### src/rtl/mdio_pkg.sv
`timescale 1ns/1ps
// Package: shared types and frame constants for the management master.
// Assumes frame positions are counted 0..63 over a full frame with preamble.
package mdio_pkg;

    typedef enum logic [1:0] {
        OP_NONE  = 2'd0,
        OP_WRITE = 2'd1,
        OP_READ  = 2'd2,
        OP_SCAN  = 2'd3
    } mdio_op_e;

    localparam int          DATA_BITS = 16;
    localparam int          ADDR_BITS = 5;
    localparam logic [5:0]  IDX_NOPRE = 6'd32;   // first bit after preamble
    localparam logic [5:0]  IDX_TA    = 6'd46;   // first turnaround bit
    localparam logic [5:0]  IDX_DATA  = 6'd48;   // first data bit
    localparam logic [5:0]  IDX_LAST  = 6'd63;   // final data bit

    // Build the 64-bit frame image, MSB sent first.
    function automatic logic [63:0] build_frame(
        input mdio_op_e               op,
        input logic [ADDR_BITS-1:0]   phy,
        input logic [ADDR_BITS-1:0]   rg,
        input logic [DATA_BITS-1:0]   wd
    );
        logic is_wr;
        is_wr = (op == OP_WRITE);
        build_frame = {32'hFFFF_FFFF, 2'b01,
                       (is_wr ? 2'b01 : 2'b10),
                       phy, rg,
                       (is_wr ? 2'b10 : 2'b00),
                       (is_wr ? wd : {DATA_BITS{1'b0}})};
    endfunction

endpackage

### src/rtl/mdio_clkgen.sv
`timescale 1ns/1ps
// Module: mdio_clkgen
// Makes the free-running management clock from the host clock and flags
// the host cycle on which it will rise or fall.
// Assumes the divider is held steady except around reset.
module mdio_clkgen #(
    parameter int DIV_W = 8
) (
    input  logic             clk,
    input  logic             rst_n,
    input  logic [DIV_W-1:0] divider,
    output logic             mdc,
    output logic             rise_evt,
    output logic             fall_evt
);
    localparam logic [DIV_W-1:0] ONE     = DIV_W'(1);
    localparam logic [DIV_W-1:0] MIN_DIV = DIV_W'(2);

    logic [DIV_W-1:0] div_eff;
    logic [DIV_W-1:0] half;
    logic [DIV_W-1:0] hcnt;
    logic             toggle;

    // Clamp divider and derive the half-period length.
    always_comb begin
        div_eff = (divider < MIN_DIV) ? MIN_DIV : divider;
        half    = div_eff >> 1;
        toggle  = (hcnt >= half - ONE);
        rise_evt = toggle & ~mdc;
        fall_evt = toggle & mdc;
    end

    // Count host cycles in each half period and flip the clock.
    always_ff @(posedge clk) begin
        if (!rst_n) begin
            hcnt <= '0;
            mdc  <= 1'b0;
        end else if (toggle) begin
            hcnt <= '0;
            mdc  <= ~mdc;
        end else begin
            hcnt <= hcnt + ONE;
        end
    end

    assert_fall_low_R1: assert property (@(posedge clk) disable iff (!rst_n)
        fall_evt |=> !mdc);
    assert_rise_high_R1: assert property (@(posedge clk) disable iff (!rst_n)
        rise_evt |=> mdc);
    assert_hold_R1: assert property (@(posedge clk) disable iff (!rst_n)
        (!rise_evt && !fall_evt) |=> $stable(mdc));

endmodule

### src/rtl/mdio_frame_seq.sv
`timescale 1ns/1ps
// Module: mdio_frame_seq
// Picks the next request at a frame slot, shifts the frame out on falling
// MDC edges, samples read data on rising edges and reports start/end.
// Assumes mdio_in is already synchronous to clk.
module mdio_frame_seq
    import mdio_pkg::*;
(
    input  logic                 clk,
    input  logic                 rst_n,
    input  logic                 rise_evt,
    input  logic                 fall_evt,
    input  logic                 req_write,
    input  logic                 req_read,
    input  logic                 req_scan,
    input  logic                 no_preamble,
    input  logic [ADDR_BITS-1:0] phy_addr,
    input  logic [ADDR_BITS-1:0] reg_addr,
    input  logic [DATA_BITS-1:0] wr_data,
    input  logic                 mdio_in,
    output logic                 mdio_out,
    output logic                 mdio_oe,
    output logic                 busy,
    output logic                 wr_start,
    output logic                 rd_start,
    output logic [DATA_BITS-1:0] rd_data,
    output logic                 rd_valid,
    output logic                 start_now,
    output mdio_op_e             start_op,
    output logic                 done_now,
    output mdio_op_e             done_op,
    output logic [ADDR_BITS-1:0] done_reg,
    output logic [DATA_BITS-1:0] rx_data
);
    logic                 active;
    mdio_op_e             cur_op;
    logic [ADDR_BITS-1:0] cur_reg;
    logic [5:0]           idx;
    logic [5:0]           nidx;
    logic [5:0]           first_idx;
    logic [63:0]          frame_q;
    logic [63:0]          new_frame;
    logic [DATA_BITS-1:0] rx_shift;
    logic                 slot_free;

    // Fixed-priority choice among pending requests.
    always_comb begin
        if (req_write)      start_op = OP_WRITE;
        else if (req_read)  start_op = OP_READ;
        else if (req_scan)  start_op = OP_SCAN;
        else                start_op = OP_NONE;
    end

    // Slot timing, next position and the image of a new frame.
    always_comb begin
        nidx      = idx + 6'd1;
        first_idx = no_preamble ? IDX_NOPRE : 6'd0;
        done_now  = fall_evt & active & (idx == IDX_LAST);
        slot_free = fall_evt & (~active | (idx == IDX_LAST));
        start_now = slot_free & (start_op != OP_NONE);
        new_frame = build_frame(start_op, phy_addr, reg_addr, wr_data);
        done_op   = cur_op;
        done_reg  = cur_reg;
        rx_data   = rx_shift;
        busy      = active;
    end

    // Frame state, line drive, read capture and one-cycle pulses.
    always_ff @(posedge clk) begin
        if (!rst_n) begin
            active   <= 1'b0;
            cur_op   <= OP_NONE;
            cur_reg  <= '0;
            idx      <= '0;
            frame_q  <= '0;
            rx_shift <= '0;
            rd_data  <= '0;
            rd_valid <= 1'b0;
            wr_start <= 1'b0;
            rd_start <= 1'b0;
            mdio_out <= 1'b0;
            mdio_oe  <= 1'b0;
        end else begin
            wr_start <= 1'b0;
            rd_start <= 1'b0;
            rd_valid <= 1'b0;
            if (rise_evt && active && (cur_op != OP_WRITE) && (idx >= IDX_DATA))
                rx_shift <= {rx_shift[DATA_BITS-2:0], mdio_in};
            if (done_now && (cur_op != OP_WRITE)) begin
                rd_data  <= rx_shift;
                rd_valid <= 1'b1;
            end
            if (slot_free) begin
                if (start_now) begin
                    active   <= 1'b1;
                    cur_op   <= start_op;
                    cur_reg  <= reg_addr;
                    frame_q  <= new_frame;
                    idx      <= first_idx;
                    mdio_out <= new_frame[6'd63 - first_idx];
                    mdio_oe  <= 1'b1;
                    wr_start <= (start_op == OP_WRITE);
                    rd_start <= (start_op == OP_READ);
                end else begin
                    active   <= 1'b0;
                    cur_op   <= OP_NONE;
                    mdio_out <= 1'b0;
                    mdio_oe  <= 1'b0;
                end
            end else if (fall_evt && active) begin
                idx      <= nidx;
                mdio_out <= frame_q[6'd63 - nidx];
                mdio_oe  <= (cur_op == OP_WRITE) || (nidx < IDX_TA);
            end
        end
    end

    assert_out_on_fall_R2: assert property (@(posedge clk) disable iff (!rst_n)
        !$past(fall_evt) |-> ($stable(mdio_out) && $stable(mdio_oe)));
    assert_release_R3: assert property (@(posedge clk) disable iff (!rst_n)
        (active && (cur_op != OP_WRITE) && (idx >= IDX_TA)) |-> !mdio_oe);
    assert_pulse_busy_R4: assert property (@(posedge clk) disable iff (!rst_n)
        (wr_start || rd_start) |-> busy);
    assert_strobe_single_R5: assert property (@(posedge clk) disable iff (!rst_n)
        rd_valid |=> !rd_valid);
    assert_idle_release_R6: assert property (@(posedge clk) disable iff (!rst_n)
        !busy |-> !mdio_oe);

endmodule

### src/rtl/mdio_status.sv
`timescale 1ns/1ps
// Module: mdio_status
// Tracks link failure from completed reads of the link register and the
// invalid qualifier across a run of scan frames.
// Assumes start and done flags are only high on falling MDC slots.
module mdio_status
    import mdio_pkg::*;
#(
    parameter logic [ADDR_BITS-1:0] LINK_REG = 5'd1
) (
    input  logic                 clk,
    input  logic                 rst_n,
    input  logic                 start_now,
    input  mdio_op_e             start_op,
    input  logic                 done_now,
    input  mdio_op_e             done_op,
    input  logic [ADDR_BITS-1:0] done_reg,
    input  logic                 link_bit,
    output logic                 link_fail,
    output logic                 scan_invalid
);
    logic scan_run;

    // Update link state and scan qualifier at frame boundaries.
    always_ff @(posedge clk) begin
        if (!rst_n) begin
            link_fail    <= 1'b0;
            scan_invalid <= 1'b0;
            scan_run     <= 1'b0;
        end else begin
            if (done_now && (done_op != OP_WRITE) && (done_reg == LINK_REG))
                link_fail <= ~link_bit;
            if (done_now && (done_op == OP_SCAN))
                scan_invalid <= 1'b0;
            if (start_now) begin
                scan_run <= (start_op == OP_SCAN);
                if ((start_op == OP_SCAN) && !scan_run)
                    scan_invalid <= 1'b1;
            end else if (done_now) begin
                scan_run <= 1'b0;
            end
        end
    end

    assert_link_on_done_R9: assert property (@(posedge clk) disable iff (!rst_n)
        !$past(done_now) |-> $stable(link_fail));
    assert_invalid_in_run_R10: assert property (@(posedge clk) disable iff (!rst_n)
        scan_invalid |-> scan_run);

endmodule

### src/rtl/mdio_master.sv
`timescale 1ns/1ps
// Module: mdio_master
// Top of the serial management master: clock generator, frame sequencer
// and status tracker. The pad cell and host register file live outside.
module mdio_master
    import mdio_pkg::*;
#(
    parameter int              DIV_W    = 8,
    parameter logic [4:0]      LINK_REG = 5'd1,
    parameter int              LINK_BIT = 2
) (
    input  logic             clk,
    input  logic             rst_n,
    input  logic [DIV_W-1:0] divider,
    input  logic             no_preamble,
    input  logic             req_write,
    input  logic             req_read,
    input  logic             req_scan,
    input  logic [4:0]       phy_addr,
    input  logic [4:0]       reg_addr,
    input  logic [15:0]      wr_data,
    output logic             wr_start,
    output logic             rd_start,
    output logic             busy,
    output logic [15:0]      rd_data,
    output logic             rd_valid,
    output logic             link_fail,
    output logic             scan_invalid,
    output logic             mdc,
    output logic             mdio_out,
    output logic             mdio_oe,
    input  logic             mdio_in
);
    logic                 rise_evt;
    logic                 fall_evt;
    logic                 start_now;
    mdio_op_e             start_op;
    logic                 done_now;
    mdio_op_e             done_op;
    logic [ADDR_BITS-1:0] done_reg;
    logic [DATA_BITS-1:0] rx_data;

    mdio_clkgen #(.DIV_W(DIV_W)) u_clkgen (
        .clk      (clk),
        .rst_n    (rst_n),
        .divider  (divider),
        .mdc      (mdc),
        .rise_evt (rise_evt),
        .fall_evt (fall_evt)
    );

    mdio_frame_seq u_seq (
        .clk         (clk),
        .rst_n       (rst_n),
        .rise_evt    (rise_evt),
        .fall_evt    (fall_evt),
        .req_write   (req_write),
        .req_read    (req_read),
        .req_scan    (req_scan),
        .no_preamble (no_preamble),
        .phy_addr    (phy_addr),
        .reg_addr    (reg_addr),
        .wr_data     (wr_data),
        .mdio_in     (mdio_in),
        .mdio_out    (mdio_out),
        .mdio_oe     (mdio_oe),
        .busy        (busy),
        .wr_start    (wr_start),
        .rd_start    (rd_start),
        .rd_data     (rd_data),
        .rd_valid    (rd_valid),
        .start_now   (start_now),
        .start_op    (start_op),
        .done_now    (done_now),
        .done_op     (done_op),
        .done_reg    (done_reg),
        .rx_data     (rx_data)
    );

    mdio_status #(.LINK_REG(LINK_REG)) u_status (
        .clk          (clk),
        .rst_n        (rst_n),
        .start_now    (start_now),
        .start_op     (start_op),
        .done_now     (done_now),
        .done_op      (done_op),
        .done_reg     (done_reg),
        .link_bit     (rx_data[LINK_BIT]),
        .link_fail    (link_fail),
        .scan_invalid (scan_invalid)
    );

    assert_single_start_R4: assert property (@(posedge clk) disable iff (!rst_n)
        !(wr_start && rd_start));

endmodule

### config.mk
export PLATFORM = sky130hd
export DESIGN_NAME = mdio_master
export DESIGN_NICKNAME = d
export VERILOG_FILES = /design/src/rtl/mdio_pkg.sv /design/src/rtl/mdio_clkgen.sv /design/src/rtl/mdio_frame_seq.sv /design/src/rtl/mdio_status.sv /design/src/rtl/mdio_master.sv
export SDC_FILE = /design/constraint.sdc
export NUM_CORES = 1
export LEC_CHECK = 0
export BUFFER_PORTS_ARGS = -buffer_cell sky130_fd_sc_hd__buf_4
export CORE_MARGIN = 1
export CORE_UTILIZATION = 45
export DETAILED_ROUTE_END_ITERATION = 7
export PLACE_DENSITY = 0.66
export SYNTH_ARGS = -nofsm -noshare
export SYNTH_HDL_FRONTEND = slang
export SYNTH_SLANG_ARGS = --single-unit
### constraint.sdc
create_clock -name clk -period 8 [get_ports clk]
set_clock_uncertainty 0.05 [all_clocks]
set_input_delay 0.8 -clock clk [delete_from_list [all_inputs] [get_ports clk]]
set_output_delay 0.8 -clock clk [all_outputs]
set_load 0.01 [all_outputs]
Yosys cells after proc, flatten, opt, wreduce, memory -nomap -nowiden
Index checks and enable logic that the tools add are counted.
{"block": "totals", "ff_bits": 94, "in_bits": 41, "out_inout_bits": 25, "elab_cells": 93}
{"block": "classes", "n_addsub": 5, "order_cmp": 6, "n_eq_ne": 9, "n_mux": 28, "n_bitwise": 11, "reduce_logical": 17}
{"op": "6-bit two-way mux", "count": 4}
{"op": "16-bit two-way mux", "count": 1}
{"op": "6-bit by 7-bit less-than comparator with 1-bit output, second input constant", "count": 2}
{"op": "1-bit two-way mux", "count": 14}
{"op": "1-bit binary-select mux with 6-bit select", "count": 2}
{"op": "2-bit two-way mux", "count": 6}
{"op": "6-bit subtractor, first input constant", "count": 2}
{"op": "8-bit by 1-bit adder with 8-bit output, second input constant", "count": 1}
{"op": "8-bit greater-or-equal comparator", "count": 1}
{"op": "1-bit logical AND", "count": 8}
{"op": "8-bit by 2-bit less-than comparator with 1-bit output, second input constant", "count": 1}
{"op": "8-bit two-way mux", "count": 1}
{"op": "7-bit by 1-bit subtractor with 8-bit output, second input constant", "count": 1}
{"op": "6-bit by 1-bit adder with 6-bit output, second input constant", "count": 1}
{"op": "1-bit bitwise AND", "count": 6}
{"op": "2-bit == test, second input constant", "count": 3}
{"op": "6-bit == test, second input constant", "count": 1}
{"op": "6-bit greater-or-equal comparator, second input constant", "count": 1}
{"op": "6-bit less-than comparator, second input constant", "count": 1}
{"op": "2-bit nonzero test", "count": 3}
{"op": "5-bit by 1-bit == test with 1-bit output, second input constant", "count": 1}
{"op": "2-bit by 1-bit == test with 1-bit output, second input constant", "count": 2}
{"op": "1-bit NOT", "count": 4}
{"op": "2-bit AND reduction", "count": 2}
{"op": "other kinds (7)", "count": 7}

Logic depth before layout (Yosys ltp)
Gate-level depths: netlist of the first run.
{"block": "depth", "word_depth": 11, "ltp_mapped": 14, "ltp_nobuf": 12}

Hierarchy
Synthesis of the first run repeated with hierarchy kept, for this count alone.
{"block": "unflattened", "hier_cells": 416, "hier_area_um2": 4037.6}
{"mod": "mdio_frame_seq", "instances": 1, "cells_per_inst": 319, "area_per_inst_um2": 3208.1, "seq_area_each_um2": 1501.4}
{"mod": "mdio_clkgen", "instances": 1, "cells_per_inst": 81, "area_per_inst_um2": 666.9, "seq_area_each_um2": 180.2}
{"mod": "mdio_status", "instances": 1, "cells_per_inst": 16, "area_per_inst_um2": 162.7, "seq_area_each_um2": 60.1}

Worst setup path before layout of the first run
OpenSTA, ideal clock, no wires.
{"block": "synth_path", "kind": "input to register", "start": "input divider[4]", "end": "register u_seq.frame_q[7]", "setup_time_ps": 59, "t_arrival_ps": 3159, "required_ps": 7891, "slack_ps": 4731, "path_stages": 13, "n_path_buf": 1, "cell_sequence": "nor3_1 a21oi_1 ha_1 nand3b_1 xor2_1 ha_1 nand2_1 o21ai_1 and2_1 a21o_1 a31oi_2 buf_2 a22o_1"}
{"block": "synth_between", "elab_chain_len": 8}
{"item": "start: declaration", "line_no": "mdio_master.sv:14", "rtl": "input logic [DIV_W-1:0] divider,"}
{"item": "8-bit by 2-bit less-than comparator with 1-bit output", "line_no": "mdio_clkgen.sv:26", "rtl": "div_eff = (divider < MIN_DIV) ? MIN_DIV : divider;"}
{"item": "8-bit two-way mux *", "line_no": "mdio_clkgen.sv:26"}
{"item": "7-bit by 1-bit subtractor with 8-bit output *", "line_no": "mdio_clkgen.sv:28", "rtl": "toggle = (hcnt >= half - ONE);"}
{"item": "8-bit greater-or-equal comparator *", "line_no": "mdio_clkgen.sv:28"}
{"item": "1-bit bitwise AND *", "line_no": "mdio_clkgen.sv:30", "rtl": "fall_evt = toggle & mdc;"}
{"item": "1-bit bitwise AND *", "line_no": "mdio_frame_seq.sv:59", "rtl": "slot_free = fall_evt & (~active | (idx == IDX_LAST));"}
{"item": "1-bit bitwise AND", "line_no": "mdio_frame_seq.sv:60", "rtl": "start_now = slot_free & (start_op != OP_NONE);"}
{"item": "2-bit AND reduction (no line) *"}
{"item": "end signal: assignment", "line_no": "mdio_frame_seq.sv:98", "rtl": "frame_q <= new_frame;"}
{"item": "end: declaration", "line_no": "mdio_frame_seq.sv:41", "rtl": "logic [63:0] frame_q;"}
Mark *: on every way between the ends. The rest lies on a longest branch, timed or not.
A chain may end at the register's enable or synchronous reset.

Worst setup path in the final report of the first run
{"block": "layout_path", "start": "input divider[4]", "end": "register u_seq.cur_reg[1] (netlist: u_seq.done_reg[1])"}
{"block": "layout_between", "elab_chain_len": 8}
{"item": "8-bit by 2-bit less-than comparator with 1-bit output", "line_no": "mdio_clkgen.sv:26"}
{"item": "8-bit two-way mux *", "line_no": "mdio_clkgen.sv:26"}
{"item": "7-bit by 1-bit subtractor with 8-bit output *", "line_no": "mdio_clkgen.sv:28"}
{"item": "8-bit greater-or-equal comparator *", "line_no": "mdio_clkgen.sv:28"}
{"item": "1-bit bitwise AND *", "line_no": "mdio_clkgen.sv:30"}
{"item": "1-bit bitwise AND *", "line_no": "mdio_frame_seq.sv:59"}
{"item": "1-bit bitwise AND", "line_no": "mdio_frame_seq.sv:60"}
{"item": "2-bit AND reduction (no line) *"}
{"item": "end signal: assignment", "line_no": "mdio_frame_seq.sv:97", "rtl": "cur_reg <= reg_addr;"}
{"item": "end: declaration", "line_no": "mdio_frame_seq.sv:37", "rtl": "logic [ADDR_BITS-1:0] cur_reg;"}
Marked as above.

==> flow_metrics.tcl, run 1 <==
set metrics [dict create \
    outcome "completed" \
    core_um2 8382 \
    cts_hold_buffers 0 \
    fillers 797 \
    setup_tns_ps 0 \
    whs_ps 399.6 \
    cts_max_level 3 \
    worst_pin_slew_ps 1283 \
    yosysTopAreaCellShare 0.4399 \
    cts.clk_slew.worst_paths_ps 90 \
    syn-mean-instance-area_um2 9.337 \
    track_usage 0.1931 \
    port_buffers 64 \
    cts_root_buffer "clkbuf_8" \
    slew_headroom 0.1444 \
    cp.required_ps 8230 \
    slew_viol_final 0 \
    timing.final.hold_violations 0 \
    worst-path-buf-inv 1 \
    die_y_um 95.80 \
    dp_hpwl_um 5599 \
    cpMostUsedCell "ha_1" \
    firstDrtPassIters 4 \
    ys_seq_area_frac 0.4399 \
    grt_overflow 0 \
    worstPathMaxFanout 17 \
    numCtsBuffers 9 \
    std_cell_rows 33 \
    cts-resized-gates 0 \
    hold_path.class "reg2reg" \
    synth_edf_count 0 \
    avgRoutedWirePerCell_um 13.83 \
    max_cap_viol_count 0 \
    syn_inst 424 \
    diodes 0 \
    critical-path-max-stage-delay_ps 880 \
    peakVddDrop_mv 0.1001 \
    critPathSlowestCell "nor3_2" \
    cp.arrival_ps 4000 \
    regToRegSetupSlack_ps 4830 \
    wl_um 8063 \
    clk_path_buf_depth 2 \
    ys_ff_latch 87 \
    grt_max_degree 50 \
    path_class "in2reg" \
    die_area_um2 9177 \
    rsz0062_at_grt "no" \
    worstSetupEndpointType "flop" \
    path_cells "buf_4 -> nor3_1 -> a21oi_1 -> ha_1 -> xnor2_1 -> ha_1 -> nand2_1 -> o21ai_1 -> a21oi_2 -> nor3_2 -> mux2i_1" \
    drt_iter0_drc 171 \
    ios 66 \
    post-cts-setup-buffers 0 \
    grt_pass1_wl_um 13840 \
    leakagePower_nw 1.900 \
    largest_register "u_seq.frame_q" \
    vias 3214 \
    antenna_found_initial 0 \
    finalWeightedCongestion 0.7574 \
    ys_warn_count 0 \
    place_ws_ps 3830 \
    area_delta_synth_final_pct 17.51 \
    die_w_um 95.80 \
    final_area_um2 4652 \
    synthArstFlopShare 0 \
    synth_fp_nets 476 \
    grt_pass1_vias 3089 \
    initial_utilization 0.4723 \
    fmax_mhz 265.2 \
    placedCellCount 567 \
    synth.most_common_cell "dfxtp_1" \
    drc 0 \
    multi_input_area_um2 2074 \
    largest_reg_flops 25 \
    synth_top_area_cell "dfxtp_1" \
    fin_ws_ps 4230 \
    setup_violations 0 \
    clk_latency_ps 360 \
    ant_nets 0 \
    critPathTopFamily "simple AND/OR/NAND/NOR gates" \
    p_per_area_nw_per_um2 169.9 \
    synthTopCellsByCount "87 x dfxtp_1, 37 x a21oi_1, 37 x nand2_1, 37 x nor2_1, 31 x mux2i_1" \
    placed_cell_area_um2 4451 \
    syn_area_um2 3959 \
    drive_gt1_frac 0.1987 \
    drt-vias-per-instance 5.513 \
    final_core_util 0.5550 \
    instances_no_fill 583 \
    seq_area_um2 1742 \
    p_total_mw 0.7902 \
    fin_nets 525 \
    critPathLaunchType "primary input" \
    synthFlopType "dfxtp_1" \
    synth.distinct_cells 54 \
    clock_sinks 87 \
    ys_top_cells_by_area "dfxtp_1 44%, mux2i_1 7.8%, a21oi_1 4.7%" \
    final.period_utilization 0.4713 \
    cts_tree "yes" \
    period_needed_ps 3770 \
]
-- cells by family after synthesis --
| kind of cell | count (synthesis) | share of synthesized area |
|---|---|---|
| and+or+nand+nor | 142 | 0.1738 |
| AOI/OAI and AO/OA | 99 | 0.1583 |
| DFF | 87 | 0.4399 |
| muxes | 38 | 0.1192 |
| buffers and inverters | 31 | 0.03793 |
| xor gates and xnor gates | 15 | 0.03508 |
| adders and majority gates | 11 | 0.03477 |
| other | 1 | 0.0009473 |
-- final cells by class --
class | count | area share
clock buffer | 9 | 0.02663
inverter | 4 | 0.003228
timing repair buffer | 65 | 0.1049
tap | 105 | 0.02824
multi-input combinational | 306 | 0.4459
clock inverter | 7 | 0.01668
sequential | 87 | 0.3744
-- placed cells by master (no fill, tap or decap), types with 4 or more instances in the layout --
cell	instances
nor2_1	37
o21ai_0	14
o21ai_1	13
nand2_1	37
ha_1	11
clkbuf_8	9
buf_4	65
a21oi_1	37
mux2i_1	31
xnor2_1	7
nand3_1	29
xor2_1	7
mux4_2	6
a22o_1	16
dfxtp_1	87
nor3_1	10
and3_1	4
or3_1	4
-- report_power, final --
group | internal (mW) | switching, mW
combinational | 0.0204 | 0.0235
sequential | 0.434 | 0.00190
clock | 0.147 | 0.163
total | 0.602 | 0.188
-- final timing paths --
path                                                     start                                to  cells past startpoint
worst max-delay path                                divider[4]    u_seq.done_reg[1]$_SDFFE_PN0P_                     11
worst min-delay path            u_status.scan_run$_SDFFE_PN0P_  u_status.scan_invalid$_SDFF_PN0_                      1
worst max register to register       u_seq.idx[0]$_SDFFE_PN0P_    u_seq.done_reg[1]$_SDFFE_PN0P_                      6
worst min register to register  u_status.scan_run$_SDFFE_PN0P_  u_status.scan_invalid$_SDFF_PN0_                      1
-- routing by layer --
metal | vias to the layer above | track usage | wire [µm]
met4 | 0 | 0.05970 | 106
met2 | 56 | 0.3232 | 3874
met5 | - | 0 | 0
met3 | 11 | 0.04897 | 290
met1 | 1521 | 0.2441 | 3790
li1 | 1626 | - | -
Power figures use the tool's default switching activity.
==> run 2, diff against run 1 <==
clock period = 3.75 ns   (was 8 ns; I/O delays follow)
==> run 2 against run 1 <==
  * Setup slack worse by 3700 ps
  * Clock-buffer cell count unchanged
  * First-iteration DRC count up 15%
  * Sequential power up 110%
  * Register-to-register slack worse by 4000 ps
  * Critical endpoint is now u_clkgen.hcnt[4]$_SDFF_PP0_
==> flow_metrics.tcl, run 2 (synthesis results as in run 1) <==
set metrics [dict create \
    outcome "completed" \
    rr_startpoint "u_clkgen.hcnt[0]$_SDFF_PP0_" \
    hold_path.class "in2reg" \
    period_needed_ps 3240 \
    post-cts-setup-buffers 0 \
    port_buffers 64 \
    dp_hpwl_um 5694 \
    die_y_um 95.80 \
    placed_cell_area_um2 4481 \
    diodes 0 \
    final.period_utilization 0.8640 \
    grt_util_met1 0.2455 \
    fin_nets 529 \
    ant_nets 0 \
    initial_utilization 0.4723 \
    finalWeightedCongestion 0.7735 \
    leakagePower_nw 1.913 \
    clk_latency_ps 360 \
    worstSetupEndpointType "flop" \
    setup_violations 0 \
    critPathSlowestCell "a21oi_1" \
    multi_input_area_um2 2074 \
    cts-resized-gates 0 \
    grt_pass1_vias 3052 \
    rsz0062_at_grt "no" \
    avgRoutedWirePerCell_um 13.96 \
    mostFrequentLayoutCell "dfxtp_1" \
    critical-path-max-stage-delay_ps 960 \
    ios 66 \
    grt_max_degree 50 \
    core_um2 8382 \
    largest_register "u_seq.frame_q" \
    critPathTopFamily "compound AO/OA/AOI/OAI gates" \
    std_cell_rows 33 \
    path_class "in2reg" \
    mostFrequentLayoutCells "87 x dfxtp_1, 69 x buf_4, 37 x a21oi_1, 37 x nor2_1, 37 x nand2_1" \
    busiest_layer "met2" \
    slew_headroom 0.1759 \
    worst_r2r_endpoint "u_clkgen.hcnt[4]$_SDFF_PP0_" \
    cp.arrival_ps 3470 \
    regToRegSetupSlack_ps 830 \
    met2_usage 0.3202 \
    cts.clk_slew.worst_paths_ps 100 \
    cts_root_buffer "clkbuf_8" \
    startpoint "divider[4]" \
    die_area_um2 9177 \
    fmax_mhz 308.6 \
    max_cap_viol_count 0 \
    seq_area_um2 1742 \
    largest_reg_flops 25 \
    p_total_mw 1.628 \
    grtUsageMet3 0.04897 \
    grt_pass1_wl_um 13830 \
    cp.required_ps 3980 \
    worst_pin_slew_ps 1236 \
    critPathLaunchType "primary input" \
    worstPathMaxFanout 18 \
    setup_tns_ps 0 \
    slew_viol_final 0 \
    timing.final.hold_violations 0 \
    firstDrtPassIters 4 \
    area_delta_synth_final_pct 17.67 \
    reg2reg_depth 8 \
    whs_endpoint "u_seq.frame_q[9]$_SDFFE_PN0P_" \
    drive_gt1_frac 0.2054 \
    cts_tree "yes" \
    fillers 794 \
    path_cells "buf_4 -> nor3_1 -> a21oi_1 -> ha_1 -> nand3b_1 -> xor2_1 -> ha_1 -> nand2_1 -> o21ai_1 -> a21oi_1 -> nand2_1 -> nor2_1" \
    drc 0 \
    worst-path-buf-inv 1 \
    vias 3255 \
    p_per_area_nw_per_um2 349.5 \
    numCtsBuffers 9 \
    drt_iter0_drc 197 \
    clock_sinks 87 \
    clk_path_buf_depth 2 \
    final_area_um2 4658 \
    cts_max_level 3 \
    die_w_um 95.80 \
    track_usage 0.1937 \
    cts_hold_buffers 0 \
    whs_path_depth 2 \
    antenna_found_initial 0 \
    wl_um 8193 \
    peakVddDrop_mv 0.1729 \
    grt_overflow 0 \
    drt-vias-per-instance 5.545 \
    holdCritStartpoint "wr_data[9]" \
]
run 2: report_power, final:
| group | total, mW | internal, mW | leakage, nW | switching [mW] |
|---|---|---|---|---|
| Sequential | 0.931 | 0.926 | 0.701 | 0.00433 |
| Combinational | 0.0938 | 0.0434 | 1.12 | 0.0504 |
| Clock | 0.604 | 0.249 | 0.0948 | 0.355 |
| Total | 1.63 | 1.22 | 1.91 | 0.409 |
run 2: stage by stage:
stage / setup slack (ps) / utilization / std cells / hold WS [ps]
floorplan: 906.5 / - / 424 / 362.3
global placement: 246.2 / 0.5346 / 571 / 372.3
detailed placement: 123.8 / 0.5346 / 571 / 387.0
CTS: 494.0 / 0.5558 / 587 / 147.9
global route: 121.1 / 0.5558 / 587 / 137.5
finish: 509.9 / 0.5558 / 587 / 160.6
run 2: final cells by class:
cell class                      instances  area share
Multi-Input combinational cell        306      0.4453
Inverter                                4    0.003223
Sequential cell                        87      0.3739
Timing Repair Buffer                   69      0.1112
Clock inverter                          7     0.01155
Tap cell                              105     0.02820
Clock buffer                            9     0.02659
run 2: worst max path at each step:
| stage | to | slack [ps] | depth (start not counted) |
|---|---|---|---|
| final | u_clkgen.hcnt[4]$_SDFF_PP0_ | 510 | 12 |
| after global routing | u_clkgen.hcnt[4]$_SDFF_PP0_ | 120 | 12 |
| after CTS | u_seq.frame_q[25]$_SDFFE_PN0P_ | 490 | 13 |
| after detailed placement | u_seq.frame_q[25]$_SDFFE_PN0P_ | 120 | 13 |
| after global placement | u_seq.frame_q[24]$_SDFFE_PN0P_ | 250 | 11 |
| after floorplan | u_seq.frame_q[7]$_SDFFE_PN0P_ | 910 | 13 |
run 2: routing by layer:
layer  part of all wire  vias up
li1                   -     1634
met1               0.47     1547
met2               0.48       66
met3              0.041        8
met4              0.012        0
met5                  0        -
